$ cat src/rtl/fault_status_pkg.sv
package fault_status_pkg;
  localparam int unsigned ADDR_CTRL   = 0;
  localparam int unsigned ADDR_SENSE  = 1;
  localparam int unsigned ADDR_STATUS = 2;
  localparam int unsigned CTRL_MODE_BIT = 0;
endpackage

$ cat src/rtl/fault_sync.sv
module fault_sync #(
  parameter int unsigned WIDTH  = 3,
  parameter int unsigned STAGES = 2
) (
  input  logic             clk_i,
  input  logic             rst_ni,
  input  logic [WIDTH-1:0] d_i,
  output logic [WIDTH-1:0] q_o
);
  logic [WIDTH-1:0] stage_q [STAGES];

  for (genvar s = 0; s < STAGES; s++) begin : g_stage
    always_ff @(posedge clk_i or negedge rst_ni) begin
      if (!rst_ni) begin
        stage_q[s] <= '0;
      end else if (s == 0) begin
        stage_q[s] <= d_i;
      end else begin
        stage_q[s] <= stage_q[(s == 0) ? 0 : s-1];
      end
    end
  end

  assign q_o = stage_q[STAGES-1];
endmodule

$ cat src/rtl/fault_cfg_regs.sv
module fault_cfg_regs
  import fault_status_pkg::*;
#(
  parameter int unsigned NUM_FAULTS = 3,
  parameter int unsigned DATA_W     = 32,
  parameter int unsigned ADDR_W     = 2
) (
  input  logic                  clk_i,
  input  logic                  rst_ni,
  input  logic                  wr_en_i,
  input  logic [ADDR_W-1:0]     addr_i,
  input  logic [DATA_W-1:0]     wr_data_i,
  output logic                  latch_o,
  output logic [NUM_FAULTS-1:0] sense_o,
  output logic [NUM_FAULTS-1:0] clr_o
);
  localparam logic [ADDR_W-1:0] A_CTRL   = ADDR_W'(ADDR_CTRL);
  localparam logic [ADDR_W-1:0] A_SENSE  = ADDR_W'(ADDR_SENSE);
  localparam logic [ADDR_W-1:0] A_STATUS = ADDR_W'(ADDR_STATUS);

  logic                  latch_q;
  logic [NUM_FAULTS-1:0] sense_q;
  logic                  wr_ctrl, wr_sense, wr_status;

  assign wr_ctrl   = wr_en_i && (addr_i == A_CTRL);
  assign wr_sense  = wr_en_i && (addr_i == A_SENSE);
  assign wr_status = wr_en_i && (addr_i == A_STATUS);

  always_ff @(posedge clk_i or negedge rst_ni) begin
    if (!rst_ni) begin
      latch_q <= 1'b0;
      sense_q <= '0;
    end else begin
      if (wr_ctrl)  latch_q <= wr_data_i[CTRL_MODE_BIT];
      if (wr_sense) sense_q <= wr_data_i[NUM_FAULTS-1:0];
    end
  end

  // write-one-to-clear only acts in latched mode
  assign clr_o   = (wr_status && latch_q) ? wr_data_i[NUM_FAULTS-1:0] : '0;
  assign latch_o = latch_q;
  assign sense_o = sense_q;

  logic unused_wdata;
  assign unused_wdata = ^wr_data_i;
endmodule

$ cat src/rtl/fault_flag_cell.sv
module fault_flag_cell (
  input  logic clk_i,
  input  logic rst_ni,
  input  logic lvl_i,
  input  logic sense_i,
  input  logic latch_i,
  input  logic clr_i,
  output logic adj_o,
  output logic rise_o,
  output logic flag_o
);
  logic prev_q, flag_q;

  assign adj_o  = lvl_i ^ sense_i;
  assign rise_o = adj_o & ~prev_q;

  always_ff @(posedge clk_i or negedge rst_ni) begin
    if (!rst_ni) begin
      prev_q <= 1'b0;
      flag_q <= 1'b0;
    end else begin
      prev_q <= adj_o;
      if (!latch_i)    flag_q <= 1'b0;
      else if (rise_o) flag_q <= 1'b1;  // set beats clear
      else if (clr_i)  flag_q <= 1'b0;
    end
  end

  assign flag_o = flag_q;
endmodule

$ cat src/rtl/fault_status_reg.sv
module fault_status_reg
  import fault_status_pkg::*;
#(
  parameter int unsigned NUM_FAULTS  = 3,
  parameter int unsigned DATA_W      = 32,
  parameter int unsigned ADDR_W      = 2,
  parameter int unsigned SYNC_STAGES = 2
) (
  input  logic                  clk_i,
  input  logic                  rst_ni,
  input  logic [NUM_FAULTS-1:0] fault_i,
  input  logic                  wr_en_i,
  input  logic [ADDR_W-1:0]     addr_i,
  input  logic [DATA_W-1:0]     wr_data_i,
  output logic [DATA_W-1:0]     rd_data_o
);
  localparam logic [ADDR_W-1:0] A_CTRL   = ADDR_W'(ADDR_CTRL);
  localparam logic [ADDR_W-1:0] A_SENSE  = ADDR_W'(ADDR_SENSE);
  localparam logic [ADDR_W-1:0] A_STATUS = ADDR_W'(ADDR_STATUS);

  logic [NUM_FAULTS-1:0] sync_vec, sense_vec, clr_vec;
  logic [NUM_FAULTS-1:0] adj_vec, rise_vec, flag_vec, stat_vec;
  logic                  latch_q;

  fault_sync #(.WIDTH(NUM_FAULTS), .STAGES(SYNC_STAGES)) u_sync (
    .clk_i (clk_i),
    .rst_ni(rst_ni),
    .d_i   (fault_i),
    .q_o   (sync_vec)
  );

  fault_cfg_regs #(.NUM_FAULTS(NUM_FAULTS), .DATA_W(DATA_W), .ADDR_W(ADDR_W)) u_regs (
    .clk_i    (clk_i),
    .rst_ni   (rst_ni),
    .wr_en_i  (wr_en_i),
    .addr_i   (addr_i),
    .wr_data_i(wr_data_i),
    .latch_o  (latch_q),
    .sense_o  (sense_vec),
    .clr_o    (clr_vec)
  );

  for (genvar i = 0; i < NUM_FAULTS; i++) begin : g_cell
    fault_flag_cell u_cell (
      .clk_i  (clk_i),
      .rst_ni (rst_ni),
      .lvl_i  (sync_vec[i]),
      .sense_i(sense_vec[i]),
      .latch_i(latch_q),
      .clr_i  (clr_vec[i]),
      .adj_o  (adj_vec[i]),
      .rise_o (rise_vec[i]),
      .flag_o (flag_vec[i])
    );
  end

  assign stat_vec = latch_q ? flag_vec : adj_vec;

  always_comb begin
    rd_data_o = '0;
    case (addr_i)
      A_CTRL:   rd_data_o[CTRL_MODE_BIT]  = latch_q;
      A_SENSE:  rd_data_o[NUM_FAULTS-1:0] = sense_vec;
      A_STATUS: rd_data_o[NUM_FAULTS-1:0] = stat_vec;
      default:  rd_data_o = '0;
    endcase
  end
endmodule

$ cat config.mk
export PLATFORM = sky130hd
export DESIGN_NAME = fault_status_reg
export DESIGN_NICKNAME = d
export VERILOG_FILES = /design/src/rtl/fault_status_pkg.sv /design/src/rtl/fault_sync.sv /design/src/rtl/fault_cfg_regs.sv /design/src/rtl/fault_flag_cell.sv /design/src/rtl/fault_status_reg.sv
export SDC_FILE = /design/constraint.sdc
export NUM_CORES = 1
export LEC_CHECK = 0
export CAP_MARGIN = 20
export CORE_MARGIN = 5
export CORE_UTILIZATION = 30
export CTS_CLUSTER_SIZE = 28
export DETAILED_ROUTE_END_ITERATION = 12
export MAX_ROUTING_LAYER = met4
export PLACE_DENSITY = 0.74
export REMOVE_ABC_BUFFERS = 1
export SYNTH_ARGS = -nofsm -noshare
export SYNTH_HDL_FRONTEND = slang
export SYNTH_SLANG_ARGS = --single-unit
$ cat constraint.sdc
create_clock -name clk_i -period 1.5 [get_ports clk_i]
set_input_delay 0.3 -clock clk_i [delete_from_list [all_inputs] [get_ports clk_i]]
set_output_delay 0.3 -clock clk_i [all_outputs]
set_load 0.005 [all_outputs]
# Word level (Yosys, flattened, before mapping)
# Index checks and enable logic that the tools add are counted.
# word_totals
register_bits,16
latchBits,0
ram_bits,0
rom_bits,0
input_bits,40
output_inout_bits,32
mem_count,0
# classes
add_sub_neg,0
multipliers,0
div,0
magnitude_cmp,0
eq_ne,5
shifts,0
mux,13
n_bitwise,9
reduce_logical,5
# ops
cell,n
$mux 1,9
$ne 3x2->1 const B,3
$mux 3,2
$logic_and 1x1->1,4
$pmux 2 s2,1
$and 1x1->1,3
$not 1->1,3
$pmux 1 s3,1
$xor 1x1->1,3
$eq 2x1->1 const B,1
$eq 2x2->1 const B,1
$logic_not 2->1,1

# Logic depth before layout (Yosys ltp)
# Gate-level depths: netlist of the first run.
# logic_depth
ltp_word,7
depth_mapped,5
mapped_depth_nobuf,5

# By module
# Synthesis of the first run repeated with hierarchy kept, for this count alone.
# hier_totals
hier_cells,94
hier_area_um2,998.5
# by_module_without_submodules
mod,n_inst,cells_per_inst,area_each_um2
fault_status_reg,1,47,352.8
fault_flag_cell,3,8,85.1
fault_cfg_regs,1,14,217.7
fault_sync,1,9,172.7

# Least setup slack after synthesis of the first run
# OpenSTA, ideal clock, no wires.
# synth_path
path_type,in2out
startpoint,input addr_i[0]
endpoint,output rd_data_o[1]
arrival_ns,0.842
required_ns,1.200
setup_slack_ns,0.358
path_stages,4
path_cell_list,inv_1 > ha_1 > nand2_1 > o21ai_1
# synth_via
elab_chain_cells,2
word_cells_on_any_way,3
# synth_lines
element,line_no,source
from (decl),fault_status_reg.sv:13,"input logic [ADDR_W-1:0] addr_i,"
$eq 2x2->1 / $eq 2x1->1 (equally long branches),fault_status_reg.sv:61,case (addr_i)
$pmux 2 s2 *,fault_status_reg.sv:61,
to (decl),fault_status_reg.sv:15,output logic [DATA_W-1:0] rd_data_o
# Every way passes the cells marked *; elsewhere a longest branch is shown, timed or not.

# Worst setup path in the final report of the first run
# layout_path
startpoint,register u_sync.stage_q (netlist bit u_sync.q_o[0])
endpoint,output rd_data_o[0]
# layout_via
elab_chain_cells,3
# layout_lines
element,line_no,source
from (decl),fault_sync.sv:10,logic [WIDTH-1:0] stage_q [STAGES];
"from (signal, indexed assignment)",fault_sync.sv:17,stage_q[s] <= d_i;
"from (signal, indexed assignment)",fault_sync.sv:19,stage_q[s] <= stage_q[(s == 0) ? 0 : s-1];
$xor 1x1->1,fault_flag_cell.sv:14,assign adj_o = lvl_i ^ sense_i;
via g_cell[0].u_cell.adj_o,fault_flag_cell.sv:8,"output logic adj_o,"
$mux 3,fault_status_reg.sv:57,assign stat_vec = latch_q ? flag_vec : adj_vec;
$pmux 1 s3,fault_status_reg.sv:61,
# The timed path passes the listed nets, and every way through them passes these cells.

==> impl_results.md, run 1 <==
- Register area: 402 sq um
- Pleak: roughly 0.55 nW
- Maximum VDD drop: 424 uV
- Synth unique cells: 18
- CTS sink cnt: 16
- Crit Path Class: register to primary output
- Total Nets Final: 157
- Overflow after GRT: 0
- Max Root-Sink Buffers: 2
- Post-route ant nets: 0
- Largest net degree at the start of global routing: 17
- Period minus WS final: 1.55 ns
- Fmax: 645 MHz
- Mean Syn Cell Area: 10.7 sq um
- Die ar.: between 0.004 and 0.005 sq mm
- Fraction of layout cells with a size suffix above 1: 30.4%
- CP Max Fanout: 2
- Cell Rows: 20
- Core Area: a little under 0.003 sq mm
- Setup Viol. Count Final: 3
- Initial Util: 30.5%
- Setup slack at placement: -0.758 ns
- 1st-iter DRT viols: 11
- Worst min-delay path category: input pin to async pin
- CTS tree: yes
- Startpoint types: register
- # port buffers: 13
- Number of hold buffers added after cts: 0
- Final setup margin: -0.0499 ns
- Overall Global Routing Usage: 8.09%
- DRC: 0
- DP Cell Count: between 100 and 150
- Mapped cell area: 908 sq um
- Synth warn: 0
- TritonCTS Buffers: 3
- Count of pins over their slew limit: 0
- Max Cap Viol: 0
- First-pass GRT wire length: 2570 um
- N_diodes: 0
- Initial antenna violation count: 0
- Clk_skew: 0.00250 ns
- Clk pin slew, worst setup/hold paths: around 0.09 ns
- Total number of vias: 575
- DRT Wirelength: 1560 um
- Fin cells: 145
- Skew-Pair Late Insertion Delay: between 0.2 and 0.3 ns
- Area Overhead vs Synth: 24.7%
- Worst Path Required: 1.20 ns
- IO Pins: 72
- Clock Tree Root: clkbuf_4
- Synth Register Bits: 16
- Post-DP HPWL: roughly 1300 um
- Period utilisation layout: 103%
- Via count of the first global-routing pass: 614
- Die Wd: around 65 um
- Worst Path Arrival: 1.25 ns
- Synthesized instance count: 85
- H-tree depth: 1
- Worst Setup End Kind: primary output
- Unrepaired setup endpoints after global routing: true
- Status: finished with violations
- Fillers: 295
- Vias per Instance: around 4.0
- Post-synthesis sequential area ratio: between 40% and 50%
- Hold Vio Cnt, Final: 0
- Failing checks: negative setup slack
- Drt wl/cell: 10.7 um
- Drt pass-1 iters: 4
- Final Cell Area: 0.00113 sq mm
- Placed Area: 0.00104 sq mm
- Power density over the cells: 986 mW/mm^2
- Placer Congestion: 0.756
- Die Height: about 65 um
- Final core utilization: 38.0%
- Area occupied by multi-input gates: 429 sq um
## worst paths after layout
check | startpoint | to | slack, ns | cells after the start
setup / recovery | u_sync.q_o[0]$_DFF_PN0_ | rd_data_o[0] | -0.05 | 4
min in group clk_i | u_sync.stage_q[5]$_DFF_PN0_ | u_sync.q_o[2]$_DFF_PN0_ | 0.35 | 0
max in group asynchronous | rst_ni | u_regs.latch_o$_DFFE_PN0P_ | 0.99 | 2
hold / removal | rst_ni | u_sync.stage_q[3]$_DFF_PN0_ | 0.32 | 2
setup reg to reg | u_sync.q_o[0]$_DFF_PN0_ | g_cell[0].u_cell.flag_o$_DFFE_PN0P_ | 0.42 | 4
hold reg to reg | u_sync.stage_q[5]$_DFF_PN0_ | u_sync.q_o[2]$_DFF_PN0_ | 0.35 | 0
## cell type report
cell class              instances  area share [%]
multi-input cells              62            37.9
flip-flops and latches         16            35.5
repair buffers                 25            18.1
well taps                      33            3.65
clock buffers                   4            3.20
inverters                       5            1.66
## Yosys cell counts
| library cell | n | share of area [%] |
|---|---|---|
| buf_4 | 29 | 24 |
| dfrtp_1 | 16 | 44 |
| inv_1 | 5 | 2.1 |
| nand3_1 | 5 | 2.8 |
| a22oi_1 | 4 | 3.3 |
| ha_1 | 4 | 5.5 |
| mux2_2 | 4 | 5.0 |
| nand2_1 | 3 | 1.2 |
| nor2b_1 | 3 | 2.1 |
| mux2i_1 | 2 | 2.2 |
| o21ai_1 | 2 | 1.1 |
| xor2_1 | 2 | 1.9 |
| a21oi_1 | 1 | 0.55 |
| buf_2 | 1 | 0.55 |
| conb_1 | 1 | 0.41 |
| nand2b_1 | 1 | 0.69 |
| o211ai_1 | 1 | 0.83 |
| xor2_2 | 1 | 1.8 |
## sequential cells by signal, indices dropped and copies added (netlist names)
name	cells
g_cell.u_cell.flag_o	3
g_cell.u_cell.prev_q	3
u_regs.sense_o	3
u_sync.q_o	3
u_sync.stage_q	3
u_regs.latch_o	1
## critical path, stage by stage, from the launching register on
cell and delay (ns):
dfrtp_1 0.40, xor2_2 0.19, o211ai_1 0.17, a21oi_1 0.08
buf_2 0.13
## stage by stage
step	power, mW	hold slack, ns	setup TNS [ns]
after detailed placement	0.819	0.335	-3.75
after global routing	1.19	0.332	-0.430
after CTS	1.13	0.321	-0.202
after global placement	0.801	0.332	-3.51
final	1.12	0.322	-0.115
after floorplan	0.678	0.00441	0
## report_power, final
part | leakage [nW] | switching (mW) | internal, mW
sequential | 0.191 | 0.0473 | 0.499
clock | 0.0210 | 0.128 | 0.148
combinational | 0.339 | 0.128 | 0.167
## cells in the final DEF (no fill, tap or decap)
master | synthesis | routed
a21oi_1 | 1 | 1
a22oi_1 | 4 | 3
a22oi_2 | 0 | 1
buf_2 | 1 | 3
buf_4 | 29 | 12
clkbuf_4 | 0 | 3
clkbuf_8 | 0 | 1
clkdlybuf4s15_2 | 0 | 1
clkdlybuf4s50_1 | 0 | 8
conb_1 | 1 | 29
dfrtp_1 | 16 | 15
dfrtp_2 | 0 | 1
dlygate4sd2_1 | 0 | 1
ha_1 | 4 | 1
ha_4 | 0 | 3
inv_1 | 5 | 3
inv_2 | 0 | 2
mux2_2 | 4 | 4
mux2i_1 | 2 | 2
nand2_1 | 3 | 3
nand2b_1 | 1 | 1
nand3_1 | 5 | 5
nor2b_1 | 3 | 3
o211ai_1 | 1 | 1
o21ai_1 | 2 | 2
xor2_2 | 1 | 3
## per-layer routing
metal / part of all wire (%) / wire (um) / track usage, %
met4: 0 / 0 / 3.89
met2: 47 / 739 / 13.3
met1: 41 / 635 / 9.20
met5: 0 / 0 / -
met3: 12 / 183 / 2.08
## what timing repair did
action                                  4_1_cts  5_1_grt
buffers inserted                              2        0
gates resized for setup                      27        0
endpoints found under the setup margin        5        3
pin swaps                                     6        5
## cell families (layout without fill, tap and decap cells)
family,after synthesis,count (layout),synth area share [%]
muxes,6,6,7.16
DFF,16,16,44.1
buffers and inverters,35,34,26.6
and+or+nand+nor,12,12,6.75
xor gates and xnor gates,3,3,3.72
AOI/OAI and AO/OA,8,8,5.79
adders and majority gates,4,4,5.51
other,1,29,0.413
Note: power is estimated with default switching activity, not from simulation.
==> run 2: changes to the inputs <==
--- a/config.mk
+++ b/config.mk
@@ -10,6 +10,7 @@
 export CORE_UTILIZATION = 30
 export CTS_CLUSTER_SIZE = 28
 export DETAILED_ROUTE_END_ITERATION = 12
+export HOLD_SLACK_MARGIN = 0.06
 export MAX_ROUTING_LAYER = met4
 export PLACE_DENSITY = 0.74
 export REMOVE_ABC_BUFFERS = 1
==> constraint.sdc (replaced) <==
create_clock -name clk_i -period 1.9 [get_ports clk_i]
set_input_delay 0.38 -clock clk_i [delete_from_list [all_inputs] [get_ports clk_i]]
set_output_delay 0.38 -clock clk_i [all_outputs]
set_load 0.005 [all_outputs]
==> impl_results.md, run 2 (synthesis results as in run 1) <==
- First-pass GRT wire length: about 2200 um
- Status: complete, no violations
- Largest net degree at the start of global routing: 17
- Fin cells: 138
- IO Pins: 72
- Clk_skew: between 0.0015 and 0.002 ns
- Post-route ant nets: 0
- Area Overhead vs Synth: 17.5%
- Overall Global Routing Usage: under 10%
- Core Area: 0.00298 sq mm
- Setup Viol. Count Final: 0
- Max Cap Viol: 0
- # port buffers: 13
- CTS tree: yes
- Unrepaired setup endpoints after global routing: false
- Worst hold slack: 0.357 ns
- Count of pins over their slew limit: 0
- Maximum VDD drop: 335 uV
- Metal3 WL: 193 um
- DRT Wirelength: approximately 1400 um
- Die ar.: 0.00423 sq mm
- Power density over the cells: 776 mW/mm^2
- Clk pin slew, worst setup/hold paths: 0.09 ns
- DRC: 0
- Worst Path Required: 1.52 ns
- Clock Tree Root: clkbuf_4
- CTS sink cnt: 16
- Total Nets Final: 150
- Via count of the first global-routing pass: a little over 500
- Setup slack at placement: -0.515 ns
- N_diodes: 0
- Fraction of layout cells with a size suffix above 1: 21.9%
- Worst Path Arrival: 1.40 ns
- Metal-1 WL: 579 um
- Top routing layer in use: met4
- DP Cell Count: 134
- CP Max Fanout: 3
- Post-DP HPWL: ~1100 um
- Worst min-delay path category: register to register
- Pleak: about 0.52 nW
- Initial Util: 30.5%
- R2R Setup Slk: a little under 0.9 ns
- Crit Path Class: input pin to primary output
- Cell Rows: 20
- Initial antenna violation count: 0
- Startpoint types: input pin
- Worst Setup End Kind: primary output
- Overflow after GRT: 0
- H-tree depth: 1
- Skew-Pair Late Insertion Delay: 0.28 ns
- Fmax: 563 MHz
- Period utilisation layout: between 90 and 100%
- Commonest cells after routing, fill and taps aside: conb_1 (29), dfrtp_1 (16), clkdlybuf4s50_1 (8)
- 1st-iter DRT viols: 5
- Vias per Instance: 3.93
- Post-CTS Setup Inserts: 0
- Period minus WS final: 1.78 ns
- TritonCTS Buffers: 3
- Hold Vio Cnt, Final: 0
- Final setup margin: 0.123 ns
- Die Wd: around 65 um
- Drt wl/cell: about 10 um
- Total negative setup slack: 0 ns
- Number of hold buffers added after cts: 0
- Max Root-Sink Buffers: 2
- Commonest non-fill, non-tap cell in the layout: conb_1
- Placer Congestion: between 0.7 and 0.8
- Total number of vias: 543
- Met2 WL: about 640 um
- Die Height: ~65 um
- Final Power: 0.828 mW
- Drt pass-1 iters: 4
[run 2: final cells by class]
type,count,area [sq um]
well taps,33,41.3
fillers,290,1910
multi-input cells,62,414
repair buffers,18,156
flip-flops and latches,16,400
clock buffers,4,36.3
inverters,5,18.8
[run 2: repair_timing]
action                                  CTS  global route
endpoints found under the setup margin    3             2
gates resized for setup                  20             1
pin swaps                                 4             0
[run 2: worst paths after layout]
path | from | endpoint | cells after the start
min in group asynchronous | rst_ni | u_regs.sense_o[1]$_DFFE_PN0P_ | 2
worst max register to register | u_regs.sense_o[2]$_DFFE_PN0P_ | g_cell[2].u_cell.flag_o$_DFFE_PN0P_ | 3
worst max-delay path | addr_i[0] | rd_data_o[0] | 6
worst min-delay path | u_sync.stage_q[5]$_DFF_PN0_ | u_sync.q_o[2]$_DFF_PN0_ | 0
worst min register to register | u_sync.stage_q[5]$_DFF_PN0_ | u_sync.q_o[2]$_DFF_PN0_ | 0
max in group asynchronous | rst_ni | g_cell[1].u_cell.flag_o$_DFFE_PN0P_ | 2
[run 2: report_power, final]
group | switching, mW | internal [mW] | total [mW]
clock network | 0.101 | 0.117 | 0.217
registers | 0.0390 | 0.393 | 0.432
logic | 0.0829 | 0.0957 | 0.179
total | 0.223 | 0.605 | 0.828
[run 2: metal layers]
layer	vias up	global-route usage, %
met2	37	11.5
li1	256	-
met3	4	2.08
met4	0	5.44
met5	-	-
met1	246	7.89
[run 2: worst max-delay path, stage by stage]
cell             delay (ns)
dlygate4sd2_1          0.31
inv_2                  0.10
ha_4                   0.17
a22oi_2                0.14
a21oi_1                0.08
clkdlybuf4s15_2        0.21
[run 2: stage by stage]
stage / util, % / area [sq um]
floorplan: - / 791
global placement: 33.6 / 1000
detailed placement: 33.6 / 1000
CTS: 35.8 / 1070
global route: 35.8 / 1070
finish: 35.8 / 1070
